$ cat src/rtl/dref_pkg.sv
package dref_pkg;
  typedef enum logic [1:0] {
    ST_IDLE = 2'd0,
    ST_CAS  = 2'd1,
    ST_RAS  = 2'd2
  } cbr_state_e;
endpackage

$ cat src/rtl/dref_regs.sv
module dref_regs #(
  parameter int DATA_W = 32,
  parameter int RASW_W = 4,
  parameter int IVAL_W = 12
) (
  input  logic              clk,
  input  logic              rst_n,
  input  logic              we,
  input  logic [DATA_W-1:0] wdata,
  output logic [RASW_W-1:0] rasw,
  output logic [IVAL_W-1:0] ival,
  output logic [DATA_W-1:0] rdata
);
  localparam int IVAL_LSB = RASW_W;
  localparam int SELF_BIT = DATA_W - 1;

  logic self_st;

  always_ff @(posedge clk or negedge rst_n) begin
    if (!rst_n) begin
      rasw    <= '0;
      ival    <= '0;
      self_st <= 1'b1;
    end else if (we) begin
      rasw    <= wdata[RASW_W-1:0];
      ival    <= wdata[IVAL_LSB +: IVAL_W];
      self_st <= wdata[SELF_BIT];
    end
  end

  always_comb begin
    rdata                       = '0;
    rdata[RASW_W-1:0]           = rasw;
    rdata[IVAL_LSB +: IVAL_W]   = ival;
    rdata[SELF_BIT]             = self_st;
  end

  assert_readback_R2: assert property (@(posedge clk) disable iff (!rst_n)
    we |=> (rdata[IVAL_LSB+IVAL_W-1:0] == $past(wdata[IVAL_LSB+IVAL_W-1:0])));
endmodule

$ cat src/rtl/dref_timer.sv
module dref_timer #(
  parameter int IVAL_W = 12
) (
  input  logic              clk,
  input  logic              rst_n,
  input  logic              tick,
  input  logic              wr,
  input  logic [IVAL_W-1:0] ival,
  input  logic              start,
  output logic              pending,
  output logic              overrun
);
  logic [IVAL_W-1:0] cnt;
  logic              at_lim;
  logic              elapse;

  assign at_lim = (ival != '0) && (cnt >= ival - IVAL_W'(1));
  assign elapse = tick && !wr && at_lim;

  always_ff @(posedge clk or negedge rst_n) begin
    if (!rst_n) begin
      cnt <= '0;
    end else if (wr) begin
      cnt <= '0;
    end else if (tick && ival != '0) begin
      cnt <= at_lim ? '0 : cnt + IVAL_W'(1);
    end
  end

  always_ff @(posedge clk or negedge rst_n) begin
    if (!rst_n) begin
      pending <= 1'b0;
      overrun <= 1'b0;
    end else begin
      if (wr) begin
        pending <= 1'b0;
      end else if (elapse) begin
        pending <= 1'b1;
      end else if (start) begin
        pending <= 1'b0;
      end
      if (elapse && pending && !start) begin
        overrun <= 1'b1;
      end
    end
  end

  assert_ovr_sticky_R8: assert property (@(posedge clk) disable iff (!rst_n)
    overrun |=> overrun);
  assert_no_req_zero_ival_R5: assert property (@(posedge clk) disable iff (!rst_n)
    $rose(pending) |-> (ival != '0));
  assert_write_clears_R9: assert property (@(posedge clk) disable iff (!rst_n)
    wr |=> !pending);
endmodule

$ cat src/rtl/dref_seq.sv
module dref_seq
  import dref_pkg::*;
#(
  parameter int RASW_W = 4
) (
  input  logic              clk,
  input  logic              rst_n,
  input  logic              tick,
  input  logic              pending,
  input  logic              gnt,
  input  logic [RASW_W-1:0] rasw,
  output logic              req,
  output logic              start,
  output logic              row,
  output logic              col,
  output logic              dqm
);
  cbr_state_e        state;
  logic [RASW_W-1:0] wcnt;
  logic [RASW_W-1:0] ras_lat;

  assign req   = pending && (state == ST_IDLE);
  assign start = tick && req && gnt;
  assign col   = (state != ST_IDLE);
  assign dqm   = (state != ST_IDLE);
  assign row   = (state == ST_RAS);

  always_ff @(posedge clk or negedge rst_n) begin
    if (!rst_n) begin
      state   <= ST_IDLE;
      wcnt    <= '0;
      ras_lat <= '0;
    end else begin
      unique case (state)
        ST_IDLE: if (start) begin
          state   <= ST_CAS;
          ras_lat <= rasw;
        end
        ST_CAS: if (tick) begin
          state <= ST_RAS;
          wcnt  <= '0;
        end
        ST_RAS: if (tick) begin
          if (wcnt == ras_lat) state <= ST_IDLE;
          else                 wcnt  <= wcnt + RASW_W'(1);
        end
        default: state <= ST_IDLE;
      endcase
    end
  end

  assert_col_leads_row_R7: assert property (@(posedge clk) disable iff (!rst_n)
    $rose(row) |-> $past(col) && !$past(row));
  assert_row_width_R7: assert property (@(posedge clk) disable iff (!rst_n)
    (state == ST_RAS) |-> (wcnt <= ras_lat));
  assert_start_on_grant_R6: assert property (@(posedge clk) disable iff (!rst_n)
    $rose(col) |-> $past(req && gnt && tick));
endmodule

$ cat src/rtl/dram_refresh_ctrl.sv
module dram_refresh_ctrl #(
  parameter int DATA_W = 32,
  parameter int RASW_W = 4,
  parameter int IVAL_W = 12
) (
  input  logic              clk,
  input  logic              rst_n,
  input  logic              reg_we,
  input  logic [DATA_W-1:0] reg_wdata,
  output logic [DATA_W-1:0] reg_rdata,
  input  logic              mclk_en,
  output logic              ref_req,
  input  logic              ref_gnt,
  output logic              row_strb,
  output logic              col_strb,
  output logic              dqm,
  output logic              overrun
);
  logic [RASW_W-1:0] rasw;
  logic [IVAL_W-1:0] ival;
  logic              pending;
  logic              start;

  dref_regs #(.DATA_W(DATA_W), .RASW_W(RASW_W), .IVAL_W(IVAL_W)) u_regs (
    .clk(clk), .rst_n(rst_n), .we(reg_we), .wdata(reg_wdata),
    .rasw(rasw), .ival(ival), .rdata(reg_rdata)
  );

  dref_timer #(.IVAL_W(IVAL_W)) u_timer (
    .clk(clk), .rst_n(rst_n), .tick(mclk_en), .wr(reg_we), .ival(ival),
    .start(start), .pending(pending), .overrun(overrun)
  );

  dref_seq #(.RASW_W(RASW_W)) u_seq (
    .clk(clk), .rst_n(rst_n), .tick(mclk_en), .pending(pending),
    .gnt(ref_gnt), .rasw(rasw), .req(ref_req), .start(start),
    .row(row_strb), .col(col_strb), .dqm(dqm)
  );

  assert_reserved_zero_R3: assert property (@(posedge clk) disable iff (!rst_n)
    $past(reg_we) |-> (reg_rdata[DATA_W-2:RASW_W+IVAL_W] == '0));
  assert_strobes_idle_R7: assert property (@(posedge clk) disable iff (!rst_n)
    !col_strb |-> (!row_strb && !dqm));
endmodule

$ cat config.mk
export PLATFORM = sky130hd
export DESIGN_NAME = dram_refresh_ctrl
export DESIGN_NICKNAME = d
export VERILOG_FILES = /design/src/rtl/dref_pkg.sv /design/src/rtl/dref_regs.sv /design/src/rtl/dref_timer.sv /design/src/rtl/dref_seq.sv /design/src/rtl/dram_refresh_ctrl.sv
export SDC_FILE = /design/constraint.sdc
export NUM_CORES = 1
export LEC_CHECK = 0
export ABC_CLOCK_PERIOD_IN_PS = 3150
export BUFFER_PORTS_ARGS = -buffer_cell sky130_fd_sc_hd__buf_4
export CAP_MARGIN = 20
export CORE_MARGIN = 2
export CORE_UTILIZATION = 52
export DETAILED_ROUTE_END_ITERATION = 7
export GPL_TIMING_DRIVEN = 0
export PLACE_DENSITY = 0.86
export SKIP_LAST_GASP = 1
export SLEW_MARGIN = 20
export SYNTH_ARGS = -nofsm -noshare
export SYNTH_HDL_FRONTEND = slang
export SYNTH_SLANG_ARGS = --single-unit
$ cat constraint.sdc
create_clock -name clk -period 3.15 [get_ports clk]
set_clock_uncertainty 0.05 [all_clocks]
set_input_delay 0.7875 -clock clk [delete_from_list [all_inputs] [get_ports clk]]
set_output_delay 0.7875 -clock clk [all_outputs]
set_load 0.1 [all_outputs]
==> reports/results.ini, run 1 <==
[sta]
period_needed_ns = 3.02
fmax_mhz = 331
worst_pin_slew_ns = 0.578
finalCritPeriodShare_pct = 95.9
slew_viol_final = 0
worst_slack_ns = 0.130
setup_viol = 0
fin_hold_ws_ns = 0.403
final_hold_viol_count = 0
slew_headroom_pct = 61.5

[worst_hold_path]
holdCritPathClass = input port to async pin

[final_layout]
fin_cells = 377
area_delta_synth_final_pct = 22.2
final_cell_mix = buf_4 (60), dfrtp_1 (36), nand2_1 (26)
fill_cells = 359
final_common_cell = buf_4
antennaDiodeCount = 0
nets = 361
layout-drive-gt1-share_pct = 32.3

[die]
row_count = 25
die_area_sq_um = 5460
die_y_microns = 73.9
die_w_microns = 73.9
design.portCount = 74
coreArea_sq_um = 4720
start_util_pct = 53.8

[cts]
root_buffer = clkbuf_8
tritoncts = built
holdBufCountCts = 0
clk_latency_ns = 0.29
clk_pin_slew_worst_paths_ns = 0.08
cts.sinks = 41
htree_levels = 2
numCtsBuffers = 5
clk_path_buf_depth = 2

[setup_path]
cp_max_fo = 10
critical_path.top_delay_family = compound AO/OA/AOI/OAI gates
path_buf_inv = 0
startpoint_type = flip-flop
critPathSlowestCell = dfrtp_2
crit_required_ns = 3.25
critPathArrivalTime_ns = 3.12
worstPathCellList = nor4_4 -> nor4b_4 -> nand2_1 -> xor2_1 -> ha_1 -> a211oi_1 -> o21ba_2 -> a21boi_1 -> a21boi_4 -> nor3_1
critPathKind = flip-flop to flip-flop
cp-end-kind = flip-flop
cpPeakStageDelay_ns = 0.45

[power]
p_int_mw = 0.821
power_mw = 1.37
powerDensity_nw_per_um2 = 443
clkPwrFrac_pct = 24.5
p_sw_mw = 0.553
combPwrFrac_pct = 32.3
seqPwrFrac_pct = 43.1
leakagePower_nw = 1.46
netSwitchingFraction_pct = 40.3
ir_drop_uv = 424

[synthesis]
syn_area_sq_um = 2540
syn_inst = 245
synthDistinctLibCells = 49
synth-seq-cells = 41
yosys_warnings = 0
syn_avg_cell_area_sq_um = 10.4
synth-edff-count = 0
ys_seq_area_share_pct = 40.4
synthArstFlopShare_pct = 100
ys.flop_type = dfrtp_1

[detailed_routing]
drtIter0Drc = 116
vias = 2078
ant_nets = 0
finalWirelength_mm = 5.65
wl_per_cell_microns = 15.0
viasPerCell = 5.51
drt_pre_antenna_iters = 4
drc_errors = 0

[placed_design]
gp_routability_congestion = 0.826
dp_hpwl_mm = 4.14
pre_cts_ws_ns = 0.0786
placed_cells = 368
place.port_buffers = 42

[global_route]
antenna_found_initial = 0
track_usage_pct = 21.8
grt_overflow = 0
grt_pass1_wl_mm = 9.11
grt_start_max_net_pins = 42
grt_pass1_vias = 2061

[status]
run_status = complete, no violations

[job]
drv_cap = 0

==> power groups by stage <==
stage	clock network (mW)	logic, mW	registers [mW]
4_1_cts	0.342	0.443	0.591
2_1_floorplan	0	0.200	0.742
6_report	0.337	0.444	0.593
5_1_grt	0.361	0.467	0.596
3_5_place_dp	0	0.441	0.601
3_3_place_gp	0	0.433	0.598
==> layer usage <==
layer	up-vias	track usage (%)	routed length [microns]
li1	971	-	-
met1	1003	27.7	2360
met2	92	36.0	2830
met3	12	3.84	332
met4	0	10.1	125
met5	-	0	0
==> final timing paths <==
check / start / to / slack, ns / cells past startpoint
worst max-delay path: u_regs.ival[5]$_DFFE_PN0P_ / u_timer.cnt[0]$_DFFE_PN0P_ / 0.13 / 10
worst min-delay path: rst_n / u_timer.cnt[3]$_DFFE_PN0P_ / 0.40 / 1
worst max register to register: u_regs.ival[5]$_DFFE_PN0P_ / u_timer.cnt[0]$_DFFE_PN0P_ / 0.13 / 10
worst min register to register: u_timer.overrun$_DFFE_PN0P_ / u_timer.overrun$_DFFE_PN0P_ / 0.42 / 1
max in group asynchronous: rst_n / u_regs.self_st$_DFFE_PN1P_ / 2.27 / 1
min in group clk: u_timer.overrun$_DFFE_PN0P_ / u_timer.overrun$_DFFE_PN0P_ / 0.42 / 1
==> cell usage after synthesis, types with 2 or more instances <==
master / instances / area share, %
clkbuf_1: 6 / 0.89
a21o_1: 2 / 0.59
inv_1: 6 / 0.89
dfrtp_1: 40 / 39
ha_1: 15 / 7.4
xor2_1: 12 / 4.1
nand2_1: 26 / 3.8
and3_1: 4 / 0.99
o2111ai_1: 6 / 2.1
o2111ai_2: 2 / 1.2
xnor2_1: 11 / 3.8
a21oi_1: 2 / 0.39
nor2_1: 7 / 1.0
o21ai_0: 12 / 2.4
and4_1: 2 / 0.69
nor3_1: 13 / 2.6
o211ai_1: 2 / 0.59
or2_2: 2 / 0.49
nand3_1: 7 / 1.4
nor3b_1: 3 / 0.89
buf_4: 17 / 5.0
nand2b_1: 6 / 1.5
nand4_1: 3 / 0.74
mux2_2: 14 / 6.2
==> logic make-up after synthesis <==
logic type               after synthesis  synth area share (%)
AND/OR/NAND/NOR                       79                  17.0
AO/OA/AOI/OAI                         41                  13.3
flip-flops                            41                  40.4
buffers and inverters                 30                  7.24
XOR/XNOR                              23                  7.93
adder cells (fa/ha/maj)               15                  7.39
multiplexers                          15                  6.60
other                                  1                 0.148
==> sequential cells by signal, indices dropped and copies added, names as in the netlist <==
name and count:
u_timer.pending 1, u_timer.cnt 12, u_seq.wcnt 4, u_regs.self_st 1, u_regs.ival 12, u_seq.ras_lat 4, u_seq.state 2, u_regs.rasw 4
u_timer.overrun 1
==> area by class of cell <==
type | instances | area [sq um] | area share, %
plain buffers | 24 | 161 | 5.20
clock buffers | 5 | 68.8 | 2.22
clock inverters | 3 | 17.5 | 0.564
inverters | 6 | 22.5 | 0.726
multi-input cells | 188 | 1400 | 44.9
flip-flops and latches | 41 | 1030 | 33.3
well taps | 67 | 83.8 | 2.70
repair buffers | 43 | 323 | 10.4
==> through the flow <==
step	setup TNS (ns)	area (sq um)	utilization [%]
4_1_cts	0	3090	65.4
2_1_floorplan	-0.0130	2600	-
6_report	0	3100	65.7
3_5_place_dp	0	3000	63.5
5_1_grt	-0.148	3100	65.7
3_3_place_gp	0	3000	63.5
==> repair_timing <==
action,CTS,global route
buffers inserted,0,1
endpoints found under the setup margin,0,13
resized for setup,0,1
No activity file was read; power rests on OpenSTA's default activity.
==> run 2: changes to the inputs <==
Settings changed: ABC_CLOCK_PERIOD_IN_PS 3150 to 2600, CORE_UTILIZATION 52 to 48, PLACE_DENSITY 0.86 to 0.83, SKIP_CTS_REPAIR_TIMING from default to 1, SYNTH_HIERARCHICAL from default to 1.
Clock period 3.15 ns to 2.6 ns, I/O delays scaled along.
==> run 2 against run 1 <==
The flow now finishes with violations (negative setup slack). Routed wire length grew 1.6%. Clock-buffer cell count grew 1. First-iteration DRC count grew 78%. Area after synthesis grew 9.8%. Die area grew 18%. Final cell count grew 11%. Combinational power grew 60%. Utilization shrank 2.1 points. Critical endpoint is now u_timer/pending$_DFFE_PN0P_.
==> reports/results.ini, run 2 <==
[synthesis]
syn_area_sq_um = 2790  ; was 2540 sq um
synth-simple-area-share_pct = 18.0  ; was 17.0%
synth_xor_area_share_pct = 5.97  ; was 7.93%
yosysTopAreaCellShare_pct = 35.9  ; was 39.4%
ys_seq_area_share_pct = 36.8  ; was 40.4%
synth_compound_area_share_pct = 10.0  ; was 13.3%
synth-edff-count = 0  ; unchanged
yosys-top-cells-count = dfrtp_1 (40), buf_4 (34), nand2_1 (21)  ; was dfrtp_1 (40), nand2_1 (26), buf_4 (17)
synth-adder-area-share_pct = 6.73  ; was 7.39%
synth_mux_area_share_pct = 9.83  ; was 6.60%
synthArstFlopShare_pct = 100  ; unchanged
synth.most_common_cell = dfrtp_1  ; unchanged
synth_area_leaders = dfrtp_1 (36%), buf_4 (9.2%), ha_1 (6.7%), mux2_4 (5.4%), mux2_2 (4.4%)  ; was dfrtp_1 (39%), ha_1 (7.4%), mux2_2 (6.2%), buf_4 (5.0%), xor2_1 (4.1%)
syn_inst = 273  ; was 245
yosysTopAreaCell = dfrtp_1  ; unchanged
ys.flop_type = dfrtp_1  ; unchanged
syn_avg_cell_area_sq_um = 10.2  ; was 10.4 sq um
yosys_warnings = 6  ; was 0
synth_top_family_by_area = simple AND/OR/NAND/NOR gates  ; unchanged
synth-seq-cells = 41  ; unchanged
synthDistinctLibCells = 52  ; was 49

[global_route]
grt_start_max_net_pins = 42  ; unchanged
antenna_found_initial = 0  ; unchanged
track_usage_pct = 18.0  ; was 21.8%
grt_pass1_vias = 2025  ; was 2061
grt_overflow = 0  ; unchanged
grt_pass1_wl_mm = 9.22  ; was 9.11 mm

[worst_hold_path]
holdCritPathClass = input port to async pin  ; unchanged

[sta]
worst_pin_slew_ns = 0.696  ; was 0.578 ns
period_needed_ns = 2.87  ; was 3.02 ns
fin_hold_ws_ns = 0.278  ; was 0.403 ns
rsz0062_at_grt = true
slew_viol_final = 0  ; unchanged
worst_slack_ns = -0.270  ; was 0.130 ns
finalCritPeriodShare_pct = 110  ; was 95.9%
final_hold_viol_count = 0  ; unchanged
fmax_mhz = 348  ; was 331 MHz
setup_viol = 14  ; was 0
slew_headroom_pct = 53.5  ; was 61.5%

[placed_design]
place.port_buffers = 43  ; was 42
dp_hpwl_mm = 4.12  ; was 4.14 mm
gp_routability_congestion = 0.830  ; was 0.826
placed_area_sq_um = 3320  ; was 3000 sq um

[setup_path]
cpPeakStageDelay_ns = 0.52  ; was 0.45 ns
crit_required_ns = 2.77  ; was 3.25 ns
r2r_cells = 12  ; was 10
path_buf_inv = 2  ; was 0
cp.depth = 12  ; was 10
startpoint_type = flip-flop  ; unchanged
worstPathCellList = inv_1 -> ha_2 -> or4b_4 -> nor3_4 -> xnor2_2 -> ha_1 -> nand4_1 -> a211oi_4 -> buf_6 -> a21oi_4 -> a21o_1 -> a21oi_1  ; was nor4_4 -> nor4b_4 -> nand2_1 -> xor2_1 -> ha_1 -> a211oi_1 -> o21ba_2 -> a21boi_1 -> a21boi_4 -> nor3_1
critPathKind = flip-flop to flip-flop  ; unchanged
critical_path.top_delay_family = simple AND/OR/NAND/NOR gates  ; was compound AO/OA/AOI/OAI gates
cp-end-kind = flip-flop  ; unchanged
cp_max_fo = 5  ; was 10
critPathArrivalTime_ns = 3.04  ; was 3.12 ns
critPathSlowestCell = or4b_4  ; was dfrtp_2

[die]
die_w_microns = 80.2  ; was 73.9 microns
start_util_pct = 50.0  ; was 53.8%
design.portCount = 74  ; unchanged
die_area_sq_um = 6430  ; was 5460 sq um
coreArea_sq_um = 5570  ; was 4720 sq um
row_count = 27  ; was 25
die_y_microns = 80.2  ; was 73.9 microns

[power]
leakagePower_nw = 1.67  ; was 1.46 nW
powerDensity_nw_per_um2 = 560  ; was 443 nW/um^2
ir_drop_uv = 367  ; was 424 uV

[cts]
clk_latency_ns = 0.30  ; was 0.29 ns
root_buffer = clkbuf_8  ; unchanged
clk_pin_slew_worst_paths_ns = 0.08  ; about the same
cts.sinks = 41  ; unchanged
numCtsBuffers = 5  ; unchanged
tritoncts = built  ; unchanged
htree_levels = 2  ; unchanged
clk_path_buf_depth = 2  ; unchanged

[detailed_routing]
vias = 2175  ; was 2078
drtIter0Drc = 206  ; was 116
wl_met3_microns = 341  ; was 332 microns
wl_met1_mm = 2.58  ; was 2.36 mm
drc_errors = 0  ; unchanged
drt_pre_antenna_iters = 4  ; unchanged
finalWirelength_mm = 5.74  ; was 5.65 mm
dr.max_layer_used = met4  ; unchanged
ant_nets = 0  ; unchanged
wl_met2_mm = 2.73  ; was 2.83 mm
wl_per_cell_microns = 13.8  ; was 15.0 microns
viasPerCell = 5.22  ; was 5.51

[final_layout]
top_regs = u_regs/ival: 12 flops, u_timer/cnt: 12 flops  ; was u_regs.ival: 12 flops, u_timer.cnt: 12 flops
layout-drive-gt1-share_pct = 42.3  ; was 32.3%
final_cell_mix = buf_4 (84), dfrtp_1 (38), nand2_1 (21)  ; was buf_4 (60), dfrtp_1 (36), nand2_1 (26)
final_common_cell = buf_4  ; unchanged
nets = 396  ; was 361
postLayoutCellArea_sq_um = 3550  ; was 3100 sq um
antennaDiodeCount = 0  ; unchanged
area_delta_synth_final_pct = 27.3  ; was 22.2%

[job]
drv_cap = 0  ; unchanged

[status]
violations = negative setup slack
run_status = complete, but fails checks  ; was complete, no violations

[run 2: per-stage QoR]
step | cells | utilization, % | TNS [ns] | setup WS (ns) | total power, mW
5_1_grt | 417 | 63.7 | -4.58 | -0.389 | 2.07
4_1_cts | 410 | 61.5 | -5.07 | -0.430 | 1.97
3_5_place_dp | 402 | 59.6 | -4.58 | -0.395 | 1.46
6_report | 417 | 63.7 | -2.77 | -0.270 | 1.99
3_3_place_gp | 402 | 59.6 | -3.83 | -0.345 | 1.44
2_1_floorplan | 287 | - | -0.323 | -0.0803 | 1.32
[run 2: logic make-up (layout without fill, tap and decap cells)]
group,after synthesis,after routing
AOI/OAI and AO/OA,36,37
xor gates and xnor gates,19,19
adders and majority gates,15,15
buffers and inverters,50,107
DFF,41,41
muxes,21,21
other,1,15
and+or+nand+nor,90,90
[run 2: report_power, final]
| group | internal, mW | switching, mW |
|---|---|---|
| clock | 0.285 | 0.225 |
| combinational | 0.240 | 0.470 |
| sequential | 0.689 | 0.0771 |
| total | 1.21 | 0.772 |
[run 2: path summary, 6_finish.rpt]
check | from | end | slack, ns
max | u_regs/ival[0]$_DFFE_PN0P_ | u_timer/pending$_DFFE_PN0P_ | -0.27
min | rst_n | u_regs/ival[2]$_DFFE_PN0P_ | 0.28
max reg2reg | u_regs/ival[0]$_DFFE_PN0P_ | u_timer/pending$_DFFE_PN0P_ | -0.27
min reg2reg | u_timer/overrun$_DFFE_PN0P_ | u_timer/overrun$_DFFE_PN0P_ | 0.43
max in group asynchronous | rst_n | u_regs/ival[7]$_DFFE_PN0P_ | 1.83
min in group clk | u_timer/overrun$_DFFE_PN0P_ | u_timer/overrun$_DFFE_PN0P_ | 0.43
[run 2: routing by layer]
| layer | vias to the layer above | track usage [%] |
|---|---|---|
| met1 | 1010 | 25.0 |
| met3 | 10 | 3.15 |
| met2 | 87 | 28.2 |
| met5 | - | 0 |
| met4 | 0 | 6.10 |
| li1 | 1068 | - |
[run 2: cell type report]
type                       count  area (sq um)
buffer                        41           318
clock buffer                   6          72.6
clock inverter                 2          35.0
fill                         440          2030
inverter                       8          30.0
multi-input combinational    197          1590
sequential                    41          1030
tap                           72          90.1
timing repair buffer          50           379
==> run 3: changes to the inputs <==
Settings changed: ABC_CLOCK_PERIOD_IN_PS 2600 to 2800, CORE_UTILIZATION 48 to 53, PLACE_DENSITY 0.83 to 0.8.
Clock period 2.6 ns to 2.8 ns, I/O delays scaled along.
==> run 3 against run 2 <==
The flow still finishes with violations (negative setup slack). Routed wire length is 11% higher. Sequential share of layout area is 0.56 points lower. Highest routed layer unchanged. Non-clock buffer count is 6 higher.
==> reports/results.ini, run 3 (synthesis gave the netlist of run 2 again) <==
[status]
run_status = complete, but fails checks  ; unchanged
violations = negative setup slack  ; unchanged

[detailed_routing]
wl_per_cell_microns = 15.1  ; was 13.8 microns
drc_errors = 0  ; unchanged
viasPerCell = 5.38  ; was 5.22
drtIter0Drc = 168  ; was 206
ant_nets = 0  ; unchanged
vias = 2265  ; was 2175
finalWirelength_mm = 6.37  ; was 5.74 mm
drt_pre_antenna_iters = 4  ; unchanged

[cts]
htree_levels = 2  ; unchanged
cts.sinks = 41  ; unchanged
root_buffer = clkbuf_8  ; unchanged
clk_path_buf_depth = 2  ; unchanged
clk_pin_slew_worst_paths_ns = 0.08  ; about the same
numCtsBuffers = 5  ; unchanged
tritoncts = built  ; unchanged
clk_latency_ns = 0.30  ; about the same

[setup_path]
critPathSlowestCell = or4_4  ; was or4b_4
worstPathCellList = or4_4 -> buf_8 -> nor4_4 -> xnor2_1 -> ha_1 -> nand4_1 -> a211oi_4 -> a21oi_4 -> a21oi_4 -> nor3_1  ; was inv_1 -> ha_2 -> or4b_4 -> nor3_4 -> xnor2_2 -> ha_1 -> nand4_1 -> a211oi_4 -> buf_6 -> a21oi_4 -> a21o_1 -> a21oi_1
timing.critical_path.mode_cell = a21oi_4
critPathArrivalTime_ns = 3.04  ; about the same
r2r_start = u_regs/ival[5]$_DFFE_PN0P_  ; was u_regs/ival[0]$_DFFE_PN0P_
cpPeakStageDelay_ns = 0.56  ; was 0.52 ns
startpoint_type = flip-flop  ; unchanged
critical_path.top_delay_family = simple AND/OR/NAND/NOR gates  ; unchanged
critPathKind = flip-flop to flip-flop  ; unchanged
crit_required_ns = 2.91  ; was 2.77 ns
path_buf_inv = 1  ; was 2
cp-end-kind = flip-flop  ; unchanged
crit_start = u_regs/ival[5]$_DFFE_PN0P_  ; was u_regs/ival[0]$_DFFE_PN0P_
cp_max_fo = 5  ; unchanged

[global_route]
grt_pass1_wl_mm = 9.60  ; was 9.22 mm
antenna_found_initial = 0  ; unchanged
grt_pass1_vias = 2015  ; was 2025
grt_overflow = 0  ; unchanged
track_usage_pct = 20.2  ; was 18.0%
grt_start_max_net_pins = 42  ; unchanged

[job]
drv_cap = 0  ; unchanged

[placed_design]
gp_routability_congestion = 0.907  ; was 0.830
place.port_buffers = 43  ; unchanged
pre_cts_ws_ns = -0.339  ; was -0.395 ns
dp_hpwl_mm = 4.20  ; was 4.12 mm

[die]
start_util_pct = 54.6  ; was 50.0%
die_area_sq_um = 5860  ; was 6430 sq um
row_count = 26  ; was 27
die_w_microns = 76.5  ; was 80.2 microns
coreArea_sq_um = 5110  ; was 5570 sq um
design.portCount = 74  ; unchanged
die_y_microns = 76.5  ; was 80.2 microns

[sta]
worst_pin_slew_ns = 0.623  ; was 0.696 ns
worst_slack_ns = -0.129  ; was -0.270 ns
fmax_mhz = 341  ; was 348 MHz
slew_headroom_pct = 58.3  ; was 53.5%
final_hold_viol_count = 0  ; unchanged
period_needed_ns = 2.93  ; was 2.87 ns
setup_viol = 12  ; was 14
finalCritPeriodShare_pct = 105  ; was 110%
slew_viol_final = 0  ; unchanged
rsz0062_at_grt = true  ; unchanged

[final_layout]
final_cell_mix = buf_4 (90), dfrtp_1 (36), nand2_1 (20)  ; was buf_4 (84), dfrtp_1 (38), nand2_1 (21)
antennaDiodeCount = 0  ; unchanged
area_delta_synth_final_pct = 30.1  ; was 27.3%
nets = 402  ; was 396
layout-drive-gt1-share_pct = 44.2  ; was 42.3%
final_common_cell = buf_4  ; unchanged
top_regs = u_regs/ival: 12 flops, u_timer/cnt: 12 flops  ; unchanged

[worst_hold_path]
holdCritPathClass = input port to async pin  ; unchanged

[power]
powerDensity_nw_per_um2 = 543  ; was 560 nW/um^2
power_mw = 1.97  ; was 1.99 mW
leakagePower_nw = 1.71  ; was 1.67 nW
ir_drop_uv = 385  ; was 367 uV

## run 3: changes by cell type in the layout (fill, tap and decap cells not counted), moves of 2 or more
cell     previous run  this run
buf_4              84        90
dfrtp_1            38        36
dfrtp_2             2         4
inv_1               8         6
inv_2               0         2
o21ai_0             3         5
## run 3: power by group
part	internal [mW]	total [mW]	switching [mW]	leakage [nW]
logic	0.233	0.678	0.446	1.14
clock network	0.359	0.578	0.219	0.0687
registers	0.640	0.715	0.0744	0.509
total	1.23	1.97	0.739	1.71
## run 3: area by class of cell
cell class              count  area (sq um)
flip-flops and latches     41          1030
plain buffers              40           314
well taps                  70          87.6
clock buffers               5          68.8
inverters                   8          30.0
fillers                   380          1480
repair buffers             57           432
clock inverters             3          68.8
multi-input cells         197          1590
## run 3: per-layer routing
metal | track usage (%) | vias to the layer above | wire length, microns
li1 | - | 1082 | -
met1 | 27.3 | 1095 | 2720
met2 | 32.7 | 78 | 3190
met3 | 3.44 | 10 | 342
met4 | 7.45 | 0 | 106
met5 | 0 | - | 0
## run 3: per-stage QoR
stage | hold WS [ns] | utilization [%] | area, sq um | std cells | TNS, ns
after floorplan | 0.354 | - | 2840 | 287 | 0
after global placement | 0.425 | 63.7 | 3250 | 400 | -2.86
after detailed placement | 0.447 | 63.7 | 3250 | 400 | -3.61
after CTS | 0.340 | 66.4 | 3390 | 408 | -3.94
after global routing | 0.365 | 71.0 | 3630 | 421 | -2.90
final | 0.322 | 71.0 | 3630 | 421 | -1.20
## run 3: final timing paths
check / endpoint / slack, ns / depth (start not counted)
max in group asynchronous: u_regs/ival[7]$_DFFE_PN0P_ / 2.00 / 1
worst max register to register: u_timer/cnt[5]$_DFFE_PN0P_ / -0.13 / 10
worst min-delay path: u_timer/cnt[7]$_DFFE_PN0P_ / 0.32 / 1
worst max-delay path: u_timer/cnt[5]$_DFFE_PN0P_ / -0.13 / 10
worst min register to register: u_timer/overrun$_DFFE_PN0P_ / 0.46 / 1
min in group clk: u_timer/overrun$_DFFE_PN0P_ / 0.46 / 1
